[src/rtl/pts_pkg.sv]
package pts_pkg;

  // Width of an unsigned sum of two samples of the given width.
  function automatic int sum_width(input int sample_w);
    return sample_w + 1;
  endfunction

  // Width of a lane index for a given number of lanes.
  function automatic int index_width(input int lanes);
    return (lanes > 1) ? $clog2(lanes) : 1;
  endfunction

endpackage

[src/rtl/pts_lane_capture.sv]
module pts_lane_capture
  import pts_pkg::*;
#(
  parameter int SAMPLE_W = 5,
  parameter int LANES    = 2
) (
  input  logic                         clk,
  input  logic                         rst_n,
  input  logic                         accept,
  input  logic [SAMPLE_W-1:0]          in_data,
  output logic [LANES*SAMPLE_W-1:0]    lanes,
  output logic                         last_slot,
  output logic                         complete
);

  localparam int IDX_W = index_width(LANES);
  localparam logic [IDX_W-1:0] LAST_IDX = IDX_W'(LANES - 1);

  logic [IDX_W-1:0] phase_q;

  assign last_slot = (phase_q == LAST_IDX);
  assign complete  = accept && last_slot;

  // Phase counter picks the lane that the next accepted sample fills.
  always_ff @(posedge clk or negedge rst_n) begin
    if (!rst_n) begin
      phase_q <= '0;
    end else if (accept) begin
      if (last_slot) phase_q <= '0;
      else           phase_q <= phase_q + 1'b1;
    end
  end

  // Older lanes are registered; the newest lane is taken straight from the input.
  for (genvar i = 0; i < LANES - 1; i++) begin : g_slot
    logic [SAMPLE_W-1:0] slot_q;
    always_ff @(posedge clk or negedge rst_n) begin
      if (!rst_n) begin
        slot_q <= '0;
      end else if (accept && (phase_q == IDX_W'(i))) begin
        slot_q <= in_data;
      end
    end
    assign lanes[i*SAMPLE_W +: SAMPLE_W] = slot_q;
  end

  assign lanes[(LANES-1)*SAMPLE_W +: SAMPLE_W] = in_data;


  phase_wrap_chk: assert property (@(posedge clk) disable iff (!rst_n)
    (accept && last_slot) |=> (phase_q == '0));


  idle_hold_chk: assert property (@(posedge clk) disable iff (!rst_n)
    !accept |=> $stable(phase_q));

endmodule

[src/rtl/pts_lane_adders.sv]
module pts_lane_adders
  import pts_pkg::*;
#(
  parameter int SAMPLE_W = 5,
  parameter int LANES    = 2
) (
  input  logic [LANES*SAMPLE_W-1:0]           lanes,
  input  logic [SAMPLE_W-1:0]                 history,
  output logic [LANES*sum_width(SAMPLE_W)-1:0] sums
);

  localparam int SUM_W = sum_width(SAMPLE_W);

  // Lane i adds its own sample to lane i-1; lane 0 borrows the history sample.
  for (genvar i = 0; i < LANES; i++) begin : g_add
    logic [SAMPLE_W-1:0] cur;
    logic [SAMPLE_W-1:0] prev;
    assign cur = lanes[i*SAMPLE_W +: SAMPLE_W];
    if (i == 0) begin : g_first
      assign prev = history;
    end else begin : g_rest
      assign prev = lanes[(i-1)*SAMPLE_W +: SAMPLE_W];
    end
    assign sums[i*SUM_W +: SUM_W] = {1'b0, cur} + {1'b0, prev};
  end

endmodule

[src/rtl/pts_pair_summer.sv]
module pts_pair_summer
  import pts_pkg::*;
#(
  parameter int SAMPLE_W = 5,
  parameter int LANES    = 2
) (
  input  logic                                   clk,
  input  logic                                   rst_n,
  input  logic                                   in_valid,
  output logic                                   in_ready,
  input  logic [SAMPLE_W-1:0]                    in_data,
  output logic                                   out_valid,
  input  logic                                   out_ready,
  output logic [LANES*sum_width(SAMPLE_W)-1:0]   out_sum
);

  localparam int SUM_W   = sum_width(SAMPLE_W);
  localparam int LAST_LO = (LANES - 1) * SUM_W;

  logic                          accept;
  logic                          last_slot;
  logic                          complete;
  logic [LANES*SAMPLE_W-1:0]     lanes;
  logic [LANES*SUM_W-1:0]        sums;
  logic [SAMPLE_W-1:0]           hold_q;
  logic [LANES*SUM_W-1:0]        out_sum_q;
  logic                          out_valid_q;

  // Only the pair-completing sample needs a free output register.
  assign in_ready = !last_slot || !out_valid_q || out_ready;
  assign accept   = in_valid && in_ready;

  pts_lane_capture #(
    .SAMPLE_W (SAMPLE_W),
    .LANES    (LANES)
  ) u_capture (
    .clk       (clk),
    .rst_n     (rst_n),
    .accept    (accept),
    .in_data   (in_data),
    .lanes     (lanes),
    .last_slot (last_slot),
    .complete  (complete)
  );

  pts_lane_adders #(
    .SAMPLE_W (SAMPLE_W),
    .LANES    (LANES)
  ) u_adders (
    .lanes   (lanes),
    .history (hold_q),
    .sums    (sums)
  );

  // History: newest sample of the last completed pair.
  always_ff @(posedge clk or negedge rst_n) begin
    if (!rst_n) begin
      hold_q <= '0;
    end else if (complete) begin
      hold_q <= in_data;
    end
  end

  // One-deep output register.
  always_ff @(posedge clk or negedge rst_n) begin
    if (!rst_n) begin
      out_sum_q   <= '0;
      out_valid_q <= 1'b0;
    end else if (complete) begin
      out_sum_q   <= sums;
      out_valid_q <= 1'b1;
    end else if (out_ready) begin
      out_valid_q <= 1'b0;
    end
  end

  assign out_sum   = out_sum_q;
  assign out_valid = out_valid_q;


  backpressure_hold_chk: assert property (@(posedge clk) disable iff (!rst_n)
    (out_valid && !out_ready) |=> (out_valid && $stable(out_sum)));


  valid_rise_chk: assert property (@(posedge clk) disable iff (!rst_n)
    $rose(out_valid) |-> $past(in_valid && in_ready));


  valid_fall_chk: assert property (@(posedge clk) disable iff (!rst_n)
    $fell(out_valid) |-> $past(out_ready));


  cross_lane_chk: assert property (@(posedge clk) disable iff (!rst_n)
    complete |=> ({1'b0, $past(hold_q)} <= out_sum_q[SUM_W-1:0]));


  newest_lane_chk: assert property (@(posedge clk) disable iff (!rst_n)
    complete |=> ({1'b0, hold_q} <= out_sum_q[LAST_LO +: SUM_W]));

endmodule

[config.mk]
export PLATFORM = sky130hd
export DESIGN_NAME = pts_pair_summer
export DESIGN_NICKNAME = d
export VERILOG_FILES = /design/src/rtl/pts_pkg.sv /design/src/rtl/pts_lane_capture.sv /design/src/rtl/pts_lane_adders.sv /design/src/rtl/pts_pair_summer.sv
export SDC_FILE = /design/constraint.sdc
export NUM_CORES = 1
export LEC_CHECK = 0
export BUFFER_PORTS_ARGS = -buffer_cell sky130_fd_sc_hd__buf_2
export CORE_MARGIN = 8
export CORE_UTILIZATION = 45
export CTS_BUF_LIST = sky130_fd_sc_hd__clkbuf_8
export DETAILED_ROUTE_END_ITERATION = 12
export PLACE_DENSITY = 0.73
export SLEW_MARGIN = 20
export SYNTH_ARGS = -nofsm -noshare
export SYNTH_HDL_FRONTEND = slang
export SYNTH_SLANG_ARGS = --single-unit
[constraint.sdc]
create_clock -name clk -period 1.81 [get_ports clk]
set_input_delay 0.0905 -clock clk [delete_from_list [all_inputs] [get_ports clk]]
set_output_delay 0.0905 -clock clk [all_outputs]
set_load 0.01 [all_outputs]
# Word-level counts from Yosys, hierarchy flattened
# Index checks and enable logic that the tools add are counted.
# W data, S select, Z words.
# totals
ff_bits	24
output_inout_bits	14
elab_cells	20
# classes
addsub	3
n_mux	3
bitwise_logic	1
n_reduce_logical	8
# op_table
operator	n
$add A5 B5 Y6	2
$logic_and A1 B1 Y1	3
$mux W1	3
$logic_not A1 Y1	2
$logic_or A1 B1 Y1	2
$reduce_bool A2 Y1	1
$add A1 B1 Y1 const B	1
$not A1 Y1	1

# Logic depth before layout (Yosys ltp)
# Gate-level depths: netlist of the first run.
# depth
depth_word	6
mapped_depth	6

# Modules after synthesis
# A second synthesis of the first run with hierarchy kept.
# unflattened
cells_unflattened	100
area_unflattened_um2	1346.3
# modules_own_cells
mod	instances	cells_each	area_per_inst_um2	seq_area_each_um2
pts_pair_summer	1	41	733.2	450.4
pts_lane_adders	1	40	339.1	0.0
pts_lane_capture	1	19	274.0	150.1

# Least setup slack after synthesis of the first run
# OpenSTA, ideal clock, no wires.
# synth_timing
path_type	reg2reg
startpoint	register u_capture.g_slot[0].slot_q[0]
endpoint	register out_sum_q[4] (netlist: out_sum[4])
arrival_ns	1.551
required_time_ns	1.691
slack_ns	0.141
path_stages_with_launch	7
period_less_slack_ns	1.669
path_cell_list	dfrtp_1 -> ha_1 -> fa_1 -> a21o_1 -> a21oi_1 -> xor2_1 -> o21ai_2
# synth_via
elab_chain_cells	1
# synth_rtl
element	line_no	source
start, declared	pts_lane_capture.sv:36	logic [SAMPLE_W-1:0] slot_q;
start signal, assigned	pts_lane_capture.sv:41	slot_q <= in_data;
$add A5 B5 Y6	pts_lane_adders.sv:24	assign sums[i*SUM_W +: SUM_W] = {1'b0, cur} + {1'b0, prev};
end signal, assigned	pts_pair_summer.sv:70	out_sum_q <= sums;
end, declared	pts_pair_summer.sv:26	logic [LANES*SUM_W-1:0] out_sum_q;
# No other way between the ends.
# A chain may end at the register's enable or synchronous reset.

# Worst setup path after layout of the first run
# layout_timing
startpoint	register u_capture.g_slot[0].slot_q[0]
endpoint	register out_sum_q[10] (netlist: out_sum[10])
# The elaborated chain is that of the path after synthesis.

==> results of run 1 <==
==> through the flow <==
stage               instance area [sq um]  util (%)  setup WS (ps)  total power [mW]
CTS                                  1411     52.54          18.49             2.200
floorplan                            1237         -          140.8             1.576
finish                               1414     52.63          62.43             2.172
detailed placement                   1360     50.63          37.32             1.881
global placement                     1360     50.63          88.21             1.852
global route                         1414     52.63          3.865             2.379
==> logic make-up after synthesis <==
logic type / Yosys count / synth area share, %
AOI/OAI and AO/OA: 18 / 9.706
xor gates and xnor gates: 4 / 2.832
adders and majority gates: 12 / 13.35
buffers and inverters: 3 / 2.730
DFF: 24 / 48.53
muxes: 5 / 4.550
and+or+nand+nor: 51 / 18.30
==> cell type report <==
class	count	area [sq um]
tap	31	38.79
fill	242	1272
sequential	24	600.6
clock buffer	3	41.29
multi-input combinational	90	605.6
timing repair buffer	24	127.6
==> worst paths after layout <==
| kind | startpoint | to | slack (ps) | cells past startpoint |
|---|---|---|---|---|
| hold / removal | in_data[0] | hold_q[0] | 40 | 3 |
| max in group asynchronous | rst_n | hold_q[4] | 1100 | 2 |
| setup / recovery | u_capture.g_slot[0].slot_q[0] | out_sum[10] | 60 | 6 |
| min in group asynchronous | rst_n | u_capture.g_slot[0].slot_q[1] | 330 | 2 |
| hold reg to reg | out_sum[1] | out_sum[1] | 480 | 2 |
| setup reg to reg | u_capture.g_slot[0].slot_q[0] | out_sum[10] | 60 | 6 |
==> power by group <==
part	internal (mW)	leakage, nW	switching [mW]	total [mW]
logic	0.439	0.414	0.519	0.958
registers	0.752	0.290	0.145	0.897
clock network	0.149	0.0216	0.168	0.318
==> registers in the layout, indices dropped and copies added, names as in the netlist <==
register,cells
out_sum,12
hold_q,5
u_capture.g_slot.slot_q,5
out_valid,1
u_capture.last_slot,1
==> repair_timing <==
item,CTS,global route
hold buffers,1,0
hold endpoints to repair,24,0
resized for setup,0,1
setup endpoints to repair,0,1
==> worst max-delay path, cell delays in order, from the launching register on <==
cell and delay, ps:
dfrtp_1 410, ha_1 220, fa_1 400, a21o_1 170
a21oi_1 170, xor2_1 190, o21ai_2 60
==> per-layer routing <==
layer	wire length, um	GRT usage (%)
met4	57	6.905
met3	136	3.437
met1	1083	14.42
met5	0	0
met2	1105	18.93
==> cells in the mapped netlist (all sizes together) <==
master	number	area (sq um)
a21boi	2	15.01
a21o	2	15.01
a21oi	6	30.03
and3	1	11.26
buf	3	33.78
dfrtp	24	600.6
fa	2	40.04
ha	10	125.1
mux2	5	56.30
nand2	36	137.6
nand2b	1	6.260
nand3	3	20.02
nand3b	1	7.510
nor2	8	30.03
nor2b	1	13.76
o21ai	6	45.04
o31ai	2	15.01
xnor2	2	17.52
xor2	2	17.52
==> metrics.csv, run 1 <==
stage,metric,value,unit
run_status,status,finished clean,
cells_and_area,diodes,0,
detailed_routing,drt-initial-drc-count,26,
global_routing,grt_max_degree,25,
power_and_ir_drop,total_leakage_power,0.7253,nW
place,dp_hpwl,1829,um
clocking,clock_path_buffers,2,
global_routing,grt_pass1_vias,904,
synthesis,yosys_warnings,0,
worst_setup_path,critPathCaptureType,register,
synthesis,ys_ff_latch,24,
detailed_routing,wire_per_inst,13.84,um
worst_setup_path,worstPathRequired,1960,ps
synthesis,yosysSeqAreaShare,48.53,%
sta,finalSetupViolations,0,
sta,period_needed,1748,ps
sta,fmax,572.2,MHz
sta,holdWs,43.64,ps
detailed_routing,drc_errors,0,
synthesis,syn-num-nets,138,
clocking,clock-sinks,24,
floorplan,initial_core_util,46.06,%
floorplan,rows,19,
sta,drv_slew,0,
power_and_ir_drop,power_density,1536,nW/um^2
sta,fin_skew,8.509,ps
sta,relSlewSlack,63.46,%
synthesis,synth.distinct_cells,22,
clocking,cts_setup_buffers,0,
floorplan,die_area,4684,sq um
worst_setup_path,critPathKind,reg2reg,
place,dp.cells,168,
sta,finalCritPeriodShare,96.55,%
synthesis,syn-cell-area,1237,sq um
worst_setup_path,cp_max_fo,3,
global_routing,grt_first_pass_wirelength,4181,um
detailed_routing,routed_wl,2381,um
sta,fin_tns_setup,0,ps
floorplan,pin_count,23,
cells_and_area,layout.nets,164,
sta,hold_viol_final,0,
worst_setup_path,worstPathArrival,1900,ps
cells_and_area,drive_gt1_share,28.37,%
floorplan,core_area,2686,sq um
global_routing,grt_usage,12.06,%
clocking,root_buffer,clkbuf_8,
synthesis,postSynthCellCount,117,
worst_hold_path,hold_path_class,in2reg,
worst_setup_path,start_kind,register,
cells_and_area,mostFrequentLayoutCells,"35 x nand2_1, 24 x dfrtp_1, 22 x buf_2",
cells_and_area,instances_no_fill,172,
clocking,path_clk_slew,80,ps
global_routing,antenna_found_initial,0,
place,portBuffers,22,
power_and_ir_drop,irDropWorstVdd,0.7607,mV
detailed_routing,firstDrtPassIters,4,
place,gp_congestion,0.7920,
detailed_routing,ant_nets,0,
run,maxCapViolCount,0,
sta,rsz0062_at_grt,no,
synthesis,avgSynthCellArea,10.58,sq um
floorplan,dieWidth,68.44,um
clocking,h-tree-depth,1,
clocking,clk-insertion-delay-late,270,ps
cells_and_area,syn2layout_area_growth,14.26,%
global_routing,gr-total-overflow,0,
detailed_routing,num_vias,862,
detailed_routing,via_per_inst,5.012,
sta,worst_slew_pin_slew,548.1,ps
clocking,cts_tree,yes,
clocking,cts_buffers,3,
cells_and_area,mostFrequentLayoutCell,nand2_1,
floorplan,fp.dieH,68.44,um
No activity file was read; power rests on OpenSTA's default activity.
==> inputs of run 2 (changes only) <==
--- a/config.mk
+++ b/config.mk
@@ -8,7 +8,7 @@
 export BUFFER_PORTS_ARGS = -buffer_cell sky130_fd_sc_hd__buf_2
 export CORE_MARGIN = 8
 export CORE_UTILIZATION = 45
-export CTS_BUF_LIST = sky130_fd_sc_hd__clkbuf_8
+export CTS_BUF_LIST = sky130_fd_sc_hd__clkbuf_16
 export DETAILED_ROUTE_END_ITERATION = 12
 export PLACE_DENSITY = 0.73
 export SLEW_MARGIN = 20
==> run 2 against run 1 <==
Routed wire length up 3.1%; setup slack better by 7.5 ps; combinational power up 3.1%; clock-buffer cell count unchanged; largest power group unchanged; highest routed layer unchanged; total power up 8.5%.
==> metrics.csv, run 2 (synthesis gave the netlist of run 1 again) <==
stage,metric,value,unit,change
worst_hold_path,min_path_cells,3,,unchanged
detailed_routing,routed_wl,2454,um,+3.1%
detailed_routing,firstDrtPassIters,4,,unchanged
worst_setup_path,max_stage_delay,400,ps,about the same
clocking,cts_buffers,3,,unchanged
place,place_ws,37.32,ps,unchanged
worst_setup_path,rr_worst_depth,6,,unchanged
worst_setup_path,cp_top_family,adder cells,,
sta,setup_ws,69.96,ps,+7.531 ps
sta,fmax,574.7,MHz,+0.43%
power_and_ir_drop,switchingPower,0.8620,mW,+3.6%
clocking,path_clk_slew,60,ps,-20 ps
clocking,cts_setup_buffers,0,,unchanged
worst_setup_path,reg2reg_slack,70,ps,about the same
run,maxCapViolCount,0,,unchanged
clocking,cts_tree,yes,,
sta,fin_tns_setup,0,ps,unchanged
place,portBuffers,22,,unchanged
worst_setup_path,critPathKind,reg2reg,,
sta,finalCritPeriodShare,96.13,%,-0.42 points
clocking,clock_path_buffers,2,,unchanged
place,place_area,1360,sq um,unchanged
cells_and_area,fin_area,1454,sq um,+2.8%
run_status,status,finished clean,,
floorplan,fp.dieH,68.44,um,unchanged
clocking,h-tree-depth,1,,unchanged
worst_setup_path,cp_max_fo,3,,unchanged
floorplan,pin_count,23,,unchanged
sta,finalSetupViolations,0,,unchanged
cells_and_area,largest_reg_flops,12,,unchanged
detailed_routing,drt-initial-drc-count,30,,+15%
floorplan,core_area,2686,sq um,unchanged
place,dp_hpwl,1829,um,unchanged
sta,rsz0062_at_grt,no,,
sta,worst_slew_pin_slew,552.4,ps,+4.269 ps
floorplan,rows,19,,unchanged
worst_setup_path,path_depth,6,,unchanged
sta,drv_slew,0,,unchanged
floorplan,die_area,4684,sq um,unchanged
sta,period_needed,1740,ps,-7.531 ps
power_and_ir_drop,fin_total_pwr,2.356,mW,+8.5%
global_routing,gr-total-overflow,0,,unchanged
clocking,root_buffer,clkbuf_16,,
sta,fin_skew,6.048,ps,-2.461 ps
worst_setup_path,critPathCaptureType,register,,
worst_setup_path,start_kind,register,,
power_and_ir_drop,p_seq_share,38.1,%,-3.2 points
power_and_ir_drop,combPwrFrac,41.9,%,-2.2 points
global_routing,grt_max_degree,25,,unchanged
detailed_routing,ant_nets,0,,unchanged
worst_setup_path,worstPathRequired,1950,ps,about the same
cells_and_area,drive_gt1_share,29.79,%,+1.4 points
global_routing,grt_first_pass_wirelength,4250,um,+1.7%
detailed_routing,num_vias,882,,+2.3%
global_routing,grt_pass1_vias,903,,-0.11%
detailed_routing,via_per_inst,5.128,,+2.3%
cells_and_area,mostFrequentLayoutCells,"35 x nand2_1, 24 x dfrtp_1, 22 x buf_2",,
global_routing,antenna_found_initial,0,,unchanged
clocking,clock-sinks,24,,unchanged
global_routing,grt_usage,12.03,%,-0.034 points
worst_setup_path,slowest_stage,dfrtp_1,,
place,gp_congestion,0.7920,,unchanged
power_and_ir_drop,switching_share,36.59,%,-1.7 points
cells_and_area,syn2layout_area_growth,17.49,%,
floorplan,initial_core_util,46.06,%,unchanged
cells_and_area,diodes,0,,unchanged
worst_hold_path,hold_path_class,in2reg,,
cells_and_area,mostFrequentLayoutCell,nand2_1,,
power_and_ir_drop,irDropWorstVdd,0.8357,mV,+9.9%
power_and_ir_drop,power_density,1620,nW/um^2,+5.5%
detailed_routing,wire_per_inst,14.27,um,+3.1%
power_and_ir_drop,total_leakage_power,0.7398,nW,+2.0%
clocking,clk-insertion-delay-late,260,ps,about the same
worst_setup_path,crit_chain,ha_1 > fa_1 > a21o_1 > a21oi_1 > xor2_1 > o21ai_2,,
cells_and_area,multi_input_area,611.8,sq um,+1.0%
worst_setup_path,critPathBufInv,0,,unchanged
floorplan,dieWidth,68.44,um,unchanged
sta,relSlewSlack,63.18,%,-0.28 points
detailed_routing,drc_errors,0,,unchanged
sta,hold_viol_final,0,,unchanged
worst_setup_path,worstPathArrival,1880,ps,-20 ps
power_and_ir_drop,pwr-share-clk,20.0,%,+5.4 points
cells_and_area,regArea,600.6,sq um,unchanged
cells_and_area,fillers,239,,-1.2%
power_and_ir_drop,power.internal,1.494,mW,+11%
cells_and_area,layout.nets,164,,unchanged
run 2: cell types whose count changed in the layout (fill, tap and decap cells not counted):
cell,before,now
clkbuf_16,0,3
clkbuf_8,3,0
a21oi_1,6,5
a21oi_2,0,1
ha_1,10,9
ha_2,0,1
run 2: worst paths after layout:
check / startpoint / to
setup / recovery: u_capture.g_slot[0].slot_q[0] / out_sum[10]
hold reg to reg: out_sum[1] / out_sum[1]
min in group asynchronous: rst_n / out_valid
max in group asynchronous: rst_n / u_capture.g_slot[0].slot_q[3]
hold / removal: in_data[0] / hold_q[0]
setup reg to reg: u_capture.g_slot[0].slot_q[0] / out_sum[10]
run 2: stage by stage:
stage / hold WS (ps) / util, % / std cells
after floorplan: -205.1 / - / 117
after detailed placement: 110.3 / 50.63 / 168
after CTS: 64.48 / 53.94 / 172
after global placement: 100.1 / 50.63 / 168
after global routing: 76.70 / 54.12 / 172
final: 63.25 / 54.12 / 172
run 2: layout make-up:
class,count,share of cell area (%)
multi-input cells,90,42.08
flip-flops and latches,24,41.31
repair buffers,24,8.778
clock buffers,3,5.164
well taps,31,2.668
run 2: repair_timing:
item / 4_1_cts / 5_1_grt
resized for setup: 1 / 2
endpoints found under the hold margin: 24 / 0
endpoints found under the setup margin: 1 / 1
hold buffers: 1 / 0
pin swaps: 1 / 1
gates cloned: 0 / 0
run 2: worst register-to-register path, cell delays in order, from the launching register on:
cell,delay (ps)
dfrtp_1,400
ha_1,230
fa_1,410
a21o_1,170
a21oi_1,170
xor2_1,190
o21ai_2,60
run 2: power by group through the flow:
stage	registers (mW)	logic (mW)	clock network [mW]
after floorplan	0.957	0.619	0
after global placement	0.895	0.958	0
after detailed placement	0.910	0.971	0
after CTS	0.901	0.997	0.478
after global routing	0.931	1.13	0.505
final	0.898	0.988	0.470
run 2: layer usage:
layer / part of all wire [%] / global-route usage, %
met4: 2.1 / 5.371
met2: 46 / 18.58
met3: 5.7 / 3.437
met5: 0 / 0
met1: 46 / 15.20
